<file path="config.mk">
export PLATFORM = sky130hd
export DESIGN_NAME = h2s_convert
export DESIGN_NICKNAME = d
export VERILOG_FILES = /design/src/rtl/h2s_pkg.sv /design/src/rtl/h2s_lzc.sv /design/src/rtl/h2s_classify.sv /design/src/rtl/h2s_repack.sv /design/src/rtl/h2s_convert.sv
export SDC_FILE = /design/constraint.sdc
export NUM_CORES = 1
export LEC_CHECK = 0
export BUFFER_PORTS_ARGS = -buffer_cell sky130_fd_sc_hd__buf_2
export CAP_MARGIN = 15
export CELL_PAD_IN_SITES_DETAIL_PLACEMENT = 0
export CELL_PAD_IN_SITES_GLOBAL_PLACEMENT = 1
export CORE_MARGIN = 3
export CORE_UTILIZATION = 39
export CTS_CLUSTER_DIAMETER = 120
export DETAILED_ROUTE_END_ITERATION = 8
export GPL_ROUTABILITY_DRIVEN = 0
export PLACE_DENSITY_LB_ADDON = 0.1
export SYNTH_ARGS = -nofsm -noshare
export SYNTH_HDL_FRONTEND = slang
export SYNTH_HIERARCHICAL = 1
export SYNTH_SLANG_ARGS = --single-unit
</file>
<file path="constraint.sdc">
create_clock -name clk -period 0.8 [get_ports clk]
set_input_delay 0.08 -clock clk [delete_from_list [all_inputs] [get_ports clk]]
set_output_delay 0.08 -clock clk [all_outputs]
set_load 0.01 [all_outputs]
</file>
<file path="src/rtl/h2s_pkg.sv">
`timescale 1ns/1ps
package h2s_pkg;

   typedef enum logic [1:0] {
      CLS_ZERO    = 2'd0,
      CLS_SUB     = 2'd1,
      CLS_NORM    = 2'd2,
      CLS_SPECIAL = 2'd3
   } h2s_class_e;

   function automatic int exp_bias(input int exp_w);
      return (1 << (exp_w - 1)) - 1;
   endfunction

endpackage

</file>
<file path="src/rtl/h2s_lzc.sv">
`timescale 1ns/1ps
// Priority encoder: number of zeros above the highest set bit.
module h2s_lzc #(
   parameter int W  = 10,
   parameter int CW = $clog2(W + 1)
) (
   input  logic [W-1:0]  vec,
   output logic [CW-1:0] count
);
   always_comb begin
      count = CW'(W);
      for (int i = 0; i < W; i++) begin
         if (vec[i]) count = CW'(W - 1 - i);
      end
   end
endmodule

</file>
<file path="src/rtl/h2s_classify.sv">
`timescale 1ns/1ps
module h2s_classify
   import h2s_pkg::*;
#(
   parameter int EXP_W  = 5,
   parameter int FRAC_W = 10
) (
   input  logic [EXP_W-1:0]  exp_f,
   input  logic [FRAC_W-1:0] frac_f,
   output h2s_class_e        cls
);
   logic exp_ones, exp_zero, frac_zero;

   always_comb begin
      exp_ones  = &exp_f;
      exp_zero  = ~|exp_f;
      frac_zero = ~|frac_f;
      if (exp_ones)                    cls = CLS_SPECIAL;
      else if (exp_zero && frac_zero)  cls = CLS_ZERO;
      else if (exp_zero)               cls = CLS_SUB;
      else                             cls = CLS_NORM;
   end
endmodule

</file>
<file path="src/rtl/h2s_repack.sv">
`timescale 1ns/1ps
module h2s_repack
   import h2s_pkg::*;
#(
   parameter int IN_EXP_W   = 5,
   parameter int IN_FRAC_W  = 10,
   parameter int OUT_EXP_W  = 8,
   parameter int OUT_FRAC_W = 23,
   parameter int CW         = $clog2(IN_FRAC_W + 1)
) (
   input  logic                          sign_f,
   input  logic [IN_EXP_W-1:0]           exp_f,
   input  logic [IN_FRAC_W-1:0]          frac_f,
   input  h2s_class_e                    cls,
   input  logic [CW-1:0]                 lead_zeros,
   input  logic                          flush,
   output logic [OUT_EXP_W+OUT_FRAC_W:0] result
);
   localparam int PAD_W  = OUT_FRAC_W - IN_FRAC_W;
   localparam int REBIAS = exp_bias(OUT_EXP_W) - exp_bias(IN_EXP_W);
   localparam logic [OUT_EXP_W-1:0] REBIAS_V   = OUT_EXP_W'(REBIAS);
   localparam logic [OUT_EXP_W-1:0] SUB_BASE_V = OUT_EXP_W'(REBIAS + 1);

   logic [CW-1:0]         shift;
   logic [IN_FRAC_W-1:0]  frac_norm;
   logic [OUT_EXP_W-1:0]  exp_out;
   logic [IN_FRAC_W-1:0]  frac_out;

   always_comb begin
      shift     = lead_zeros + CW'(1);
      frac_norm = frac_f << shift;
      exp_out   = '0;
      frac_out  = '0;
      unique case (cls)
         CLS_SPECIAL: begin
            exp_out  = '1;
            frac_out = frac_f;
         end
         CLS_ZERO: begin
            exp_out  = '0;
            frac_out = '0;
         end
         CLS_SUB: begin
            if (!flush) begin
               exp_out  = SUB_BASE_V - {{(OUT_EXP_W-CW){1'b0}}, shift};
               frac_out = frac_norm;
            end
         end
         CLS_NORM: begin
            exp_out  = {{(OUT_EXP_W-IN_EXP_W){1'b0}}, exp_f} + REBIAS_V;
            frac_out = frac_f;
         end
         default: ;
      endcase
      result = {sign_f, exp_out, frac_out, {PAD_W{1'b0}}};
   end
endmodule

</file>
<file path="src/rtl/h2s_convert.sv">
`timescale 1ns/1ps
module h2s_convert
   import h2s_pkg::*;
#(
   parameter int IN_EXP_W   = 5,
   parameter int IN_FRAC_W  = 10,
   parameter int OUT_EXP_W  = 8,
   parameter int OUT_FRAC_W = 23,
   parameter bit OUT_REG    = 1'b1,
   localparam int HW = 1 + IN_EXP_W + IN_FRAC_W,
   localparam int SW = 1 + OUT_EXP_W + OUT_FRAC_W
) (
   input  logic          clk,
   input  logic          rst_n,
   input  logic [HW-1:0] in_half,
   input  logic          flush_sub,
   output logic [SW-1:0] out_single
);
   localparam int CW = $clog2(IN_FRAC_W + 1);

   initial begin
      assert (OUT_EXP_W > IN_EXP_W)
         else $error("output exponent must be wider than input exponent");
      assert (OUT_FRAC_W > IN_FRAC_W)
         else $error("output fraction must be wider than input fraction");
      assert (exp_bias(OUT_EXP_W) - exp_bias(IN_EXP_W) > IN_FRAC_W)
         else $error("output exponent range cannot hold input subnormals");
      assert (OUT_EXP_W > CW)
         else $error("shift count does not fit output exponent");
   end

   logic                 sign_f;
   logic [IN_EXP_W-1:0]  exp_f;
   logic [IN_FRAC_W-1:0] frac_f;
   h2s_class_e           cls;
   logic [CW-1:0]        lead_zeros;
   logic [SW-1:0]        packed_word;

   assign sign_f = in_half[HW-1];
   assign exp_f  = in_half[HW-2 -: IN_EXP_W];
   assign frac_f = in_half[IN_FRAC_W-1:0];

   h2s_classify #(.EXP_W(IN_EXP_W), .FRAC_W(IN_FRAC_W)) u_class (
      .exp_f  (exp_f),
      .frac_f (frac_f),
      .cls    (cls)
   );

   h2s_lzc #(.W(IN_FRAC_W), .CW(CW)) u_lzc (
      .vec   (frac_f),
      .count (lead_zeros)
   );

   h2s_repack #(
      .IN_EXP_W   (IN_EXP_W),
      .IN_FRAC_W  (IN_FRAC_W),
      .OUT_EXP_W  (OUT_EXP_W),
      .OUT_FRAC_W (OUT_FRAC_W),
      .CW         (CW)
   ) u_repack (
      .sign_f     (sign_f),
      .exp_f      (exp_f),
      .frac_f     (frac_f),
      .cls        (cls),
      .lead_zeros (lead_zeros),
      .flush      (flush_sub),
      .result     (packed_word)
   );

   generate
      if (OUT_REG) begin : g_reg
         always_ff @(posedge clk or negedge rst_n) begin
            if (!rst_n) out_single <= '0;
            else        out_single <= packed_word;
         end
      end else begin : g_comb
         assign out_single = packed_word;
      end
   endgenerate
endmodule

</file>
======== After elaboration in Yosys (flattened, before gate mapping) ========
Cells that the tools add are included.
operators by class
  add/subtract/negate cells ............... 3
  eq/ne operators ......................... 3
  shifts and indexed selects .............. 1
  mux-type cells .......................... 17
  reduce and logical (&&, ||, !) cells .... 8
operators by type and width
  cell                   count
  $mux W4                8
  $pmux W8 S4            1
  $pmux W10 S3           1
  $mux W10               1
  $mux W2                5
  $reduce_or A10 Y1      1
  $shl A10 B4 Y10        1
  $add A5 B7 Y8 const B  1
  $mux W8                1
  $sub A7 B4 Y8 const A  1
  $reduce_and A5 Y1      1
  $reduce_or A5 Y1       1
  $add A4 B1 Y4 const B  1
  $eq A2 B2 Y1 const B   2
  $eq A2 B1 Y1 const B   1
  $logic_not A1 Y1       2
  $logic_not A2 Y1       1
  $reduce_or A2 Y1       1
  $logic_and A1 B1 Y1    1
word-level totals
  register bits after elaboration ......... 19
  input port bits ......................... 19
  output and inout bits ................... 32
  logic and storage cells ................. 33

======== Longest topological paths before layout ========
  depth in word-level cells ............... 14
  depth in mapped cells ................... 10
  mapped depth without buffers ............ 8

======== Modules after synthesis ========
The synthesis kept the hierarchy.
by module, submodules not included
  module        times used  cells each  area an instance (um^2)  sequential area each (um^2)
  h2s_convert   1           32          800.8                    800.8
  h2s_repack    1           103         726.9                    0.0
  h2s_lzc       1           17          97.6                     0.0
  h2s_classify  1           9           55.1                     0.0

======== Least setup slack after synthesis ========
OpenSTA, ideal clock, no wires.
  path type ............................... input -> register
  from .................................... in in_half[1]
  to ...................................... reg out_single[20]
  library setup time ...................... 0.076 ns
  arrival time ............................ 2.094 ns
  required time ........................... 0.724 ns
  slack ................................... -1.371 ns
  cell stages on the path ................. 9
  path buffers ............................ 1
  path through ............................ nand2b_1 > a221o_1 > a221oi_2 > ha_1 > buf_6 > mux2_4 > inv_1 > mux4_2 > o21ai_1
between the ends
  cells in the longest elaborated chain, start to end .. 13
  elaborated cells on any way between the ends .. 23
  those cells by class .................... 1 x add/sub; 3 x eq/ne; 1 x shift; 13 x mux; 5 x reduce/logical
RTL lines
  what                       line               RTL
  from (decl)                h2s_convert.sv:15  input logic [HW-1:0] in_half,
  $mux W2                    h2s_lzc.sv:13      if (vec[i]) count = CW'(W - 1 - i);
  $mux W4 (8 in a row)       h2s_lzc.sv:13
  named net lead_zeros[0]    h2s_convert.sv:36  logic [CW-1:0] lead_zeros;
  $add A4 B1 Y4              h2s_repack.sv:30   shift = lead_zeros + CW'(1);
  $shl A10 B4 Y10            h2s_repack.sv:31   frac_norm = frac_f << shift;
  $mux W10                   h2s_repack.sv:44   if (!flush) begin
  $pmux W10 S3               h2s_repack.sv:34   unique case (cls)
  named net packed_word[20]  h2s_convert.sv:37  logic [SW-1:0] packed_word;
  to (signal assigned)       h2s_convert.sv:74  else out_single <= packed_word;
  to (decl)                  h2s_convert.sv:17  output logic [SW-1:0] out_single
The timed path passes the listed nets, and every way through them passes these cells.

======== Final worst setup path ========
Same ends and word-level chain as after synthesis.

==> run metrics <==
outcome finished, violations left; failing checks negative setup slack; Worst Path Arrival slightly above 2 ns; Max clock buf depth 2; gr ovfl total 0; vias in the first global route approximately 1500; Crit path largest cell delay between 0.4 and 0.5 ns; mapped cell area around 1700 sq um; Worst VDD drop between 500 and 600 uV; final setup fails 50; Largest Register out_single; H-tree Lvls 2; Bufs and invs on worst path 2; Max Freq 544 MHz; critical path type in2reg; WL/cell ~13 um; area grow syn2layout 54.2%; CTS Sinks 32; Root Driver clkbuf_8; slowest CP cell mux4_2; cells after synthesis 161; Hold/Removal Path Class in2reg; Reg clk slew, reported paths about 0.060 ns; WHS between 0.1 and 0.15 ns; CTS buffer count 5; CP Cell Sequence buf_6, nand2b_4, a221o_1, a221oi_4, ha_4, mux2_4, inv_1, mux4_2, o21ai_2; first-pass iteration count of the detailed router 4; DRC Markers 0; fin crit period ~1.8 ns; largest net degree at the start of global routing 33; Worst setup EP type flip-flop; Die X 71.6 um; DP Worst Slack -1.47 ns; total wire length between 4 and 5 mm; layout net count 278; dpl cell area between 2000 and 2500 sq um; Worst path top cell family by delay compound AO/OA/AOI/OAI gates; post-DR vias/cell between 4 and 5; height of the die 71.6 um; Final Cycle Share 230%; final setup margin -1.04 ns; FFs w/ async S/R, synth 100%; required time of the worst setup path 1.00 ns; Post-synth EDFFs 0; Final Power between 3 and 4 mW; setup tns final -16.67 ns; # rows 23; max FFs per register 32; Initial Util ~41%; number of max-cap violations 0; iteration-0 DRC count of the detailed router 55; DIE AREA slightly above 5000 sq um; CP max FO 9; Port Buf Inserts 50; Vias roughly 1500; final hold violation count 0; Mean Syn Cell Area ~10 sq um; unrepaired setup endpoints after global routing true; Seq/Total Area, Yosys between 40% and 50%; Yosys warning total 6; CTS tree yes; library cells used by synthesis 37; hpwl dp 2.96 mm; core box area around 4000 sq um; most common cell after layout, fill and taps aside buf_2; ys flop type dfrtp_1; Ant. Diodes 0; initial antenna violation count 0; first-pass GRT wire length 6.55 mm; crit start category input pin; GR Util All Layers between 15 and 20%; Detail Route Antenna Nets 0; layout cells sized above 1 between 50% and 60%; FF+latch count, synth 32; Power Density 1500 nW/um^2; Largest regs out_single x32; Finished Cell Area 2590 sq um; num ports between 50 and 60; LEAKAGE 1.27 nW; fillers ~340; most frequent cells in the layout buf_2 (44), buf_4 (40), dfrtp_1 (32); Slew Limit Fails 0
-- logic make-up (layout without fill, tap and decap cells) --
kind of cell	count (synthesis)	count (layout)	share of synthesized area (%)
mux	17	17	12.1
fa+ha+maj	1	1	0.744
buf+inv	28	113	10.9
simple gates	44	44	12.6
xor+xnor	5	5	3.05
other cells	1	13	0.223
flops	32	32	47.7
compound gates	33	33	12.7
-- area by class of cell --
cell class,instances,area [sq um],area share (%)
Clock inverter,1,5.00,0.193
Sequential cell,32,801,30.9
Inverter,6,22.5,0.869
Clock buffer,6,72.6,2.80
Timing Repair Buffer,100,714,27.6
Multi-Input combinational cell,113,913,35.2
Tap cell,50,62.6,2.41
-- Yosys cell counts, drive strengths merged, types with 2 or more instances --
cell type,count,area [sq um]
dfrtp,32,801
buf,20,153
nor2,18,67.6
mux2i,14,140
a21oi,12,60.1
nand2,12,45.0
o21ai,8,40.0
inv,6,22.5
a22o,4,35.0
xnor2,4,35.0
nand3,3,15.0
nor3,3,15.0
clkbuf,2,7.51
mux4,2,48.8
o31ai,2,15.0
or4,2,15.0
-- path summary, 6_finish.rpt --
path | cells after the start | from | to
max | 9 | in_half[1] | out_single[20]
max in group asynchronous | 3 | rst_n | out_single[17]
min in group asynchronous | 3 | rst_n | out_single[10]
min | 3 | flush_sub | out_single[28]
-- where the power goes --
group | leakage [nW] | switching, mW | internal (mW)
sequential | 0.373 | 0.0221 | 1.71
clock | 0.0410 | 0.519 | 0.589
combinational | 0.855 | 0.504 | 0.543
total | 1.27 | 1.05 | 2.84
-- metrics by stage --
stage,cells,utilization [%]
2_1_floorplan,173,-
5_1_grt,308,63.4
3_3_place_gp,290,54.1
4_1_cts,306,61.1
3_5_place_dp,290,54.1
6_report,308,63.4
-- what timing repair did --
item                                   CTS  global route
endpoints found under the hold margin   33             0
gates resized for setup                 32            16
pin swaps                                9             6
setup endpoints to repair               50            50
setup buffers                            8             4
hold buffers                             2             0
-- worst min-delay path, cell delays in order --
cell     delay [ns]
buf_2          0.10
buf_4          0.12
a21oi_2        0.06
-- metal layers --
layer  up-vias  track usage (%)  routed length (um)
met5         -                0                   0
met3        12             3.51                 271
met1       715             19.1                1710
met4         0             7.72                 107
li1        723                -                   -
met2        60             27.8                2070
Power figures use the tool's default switching activity.
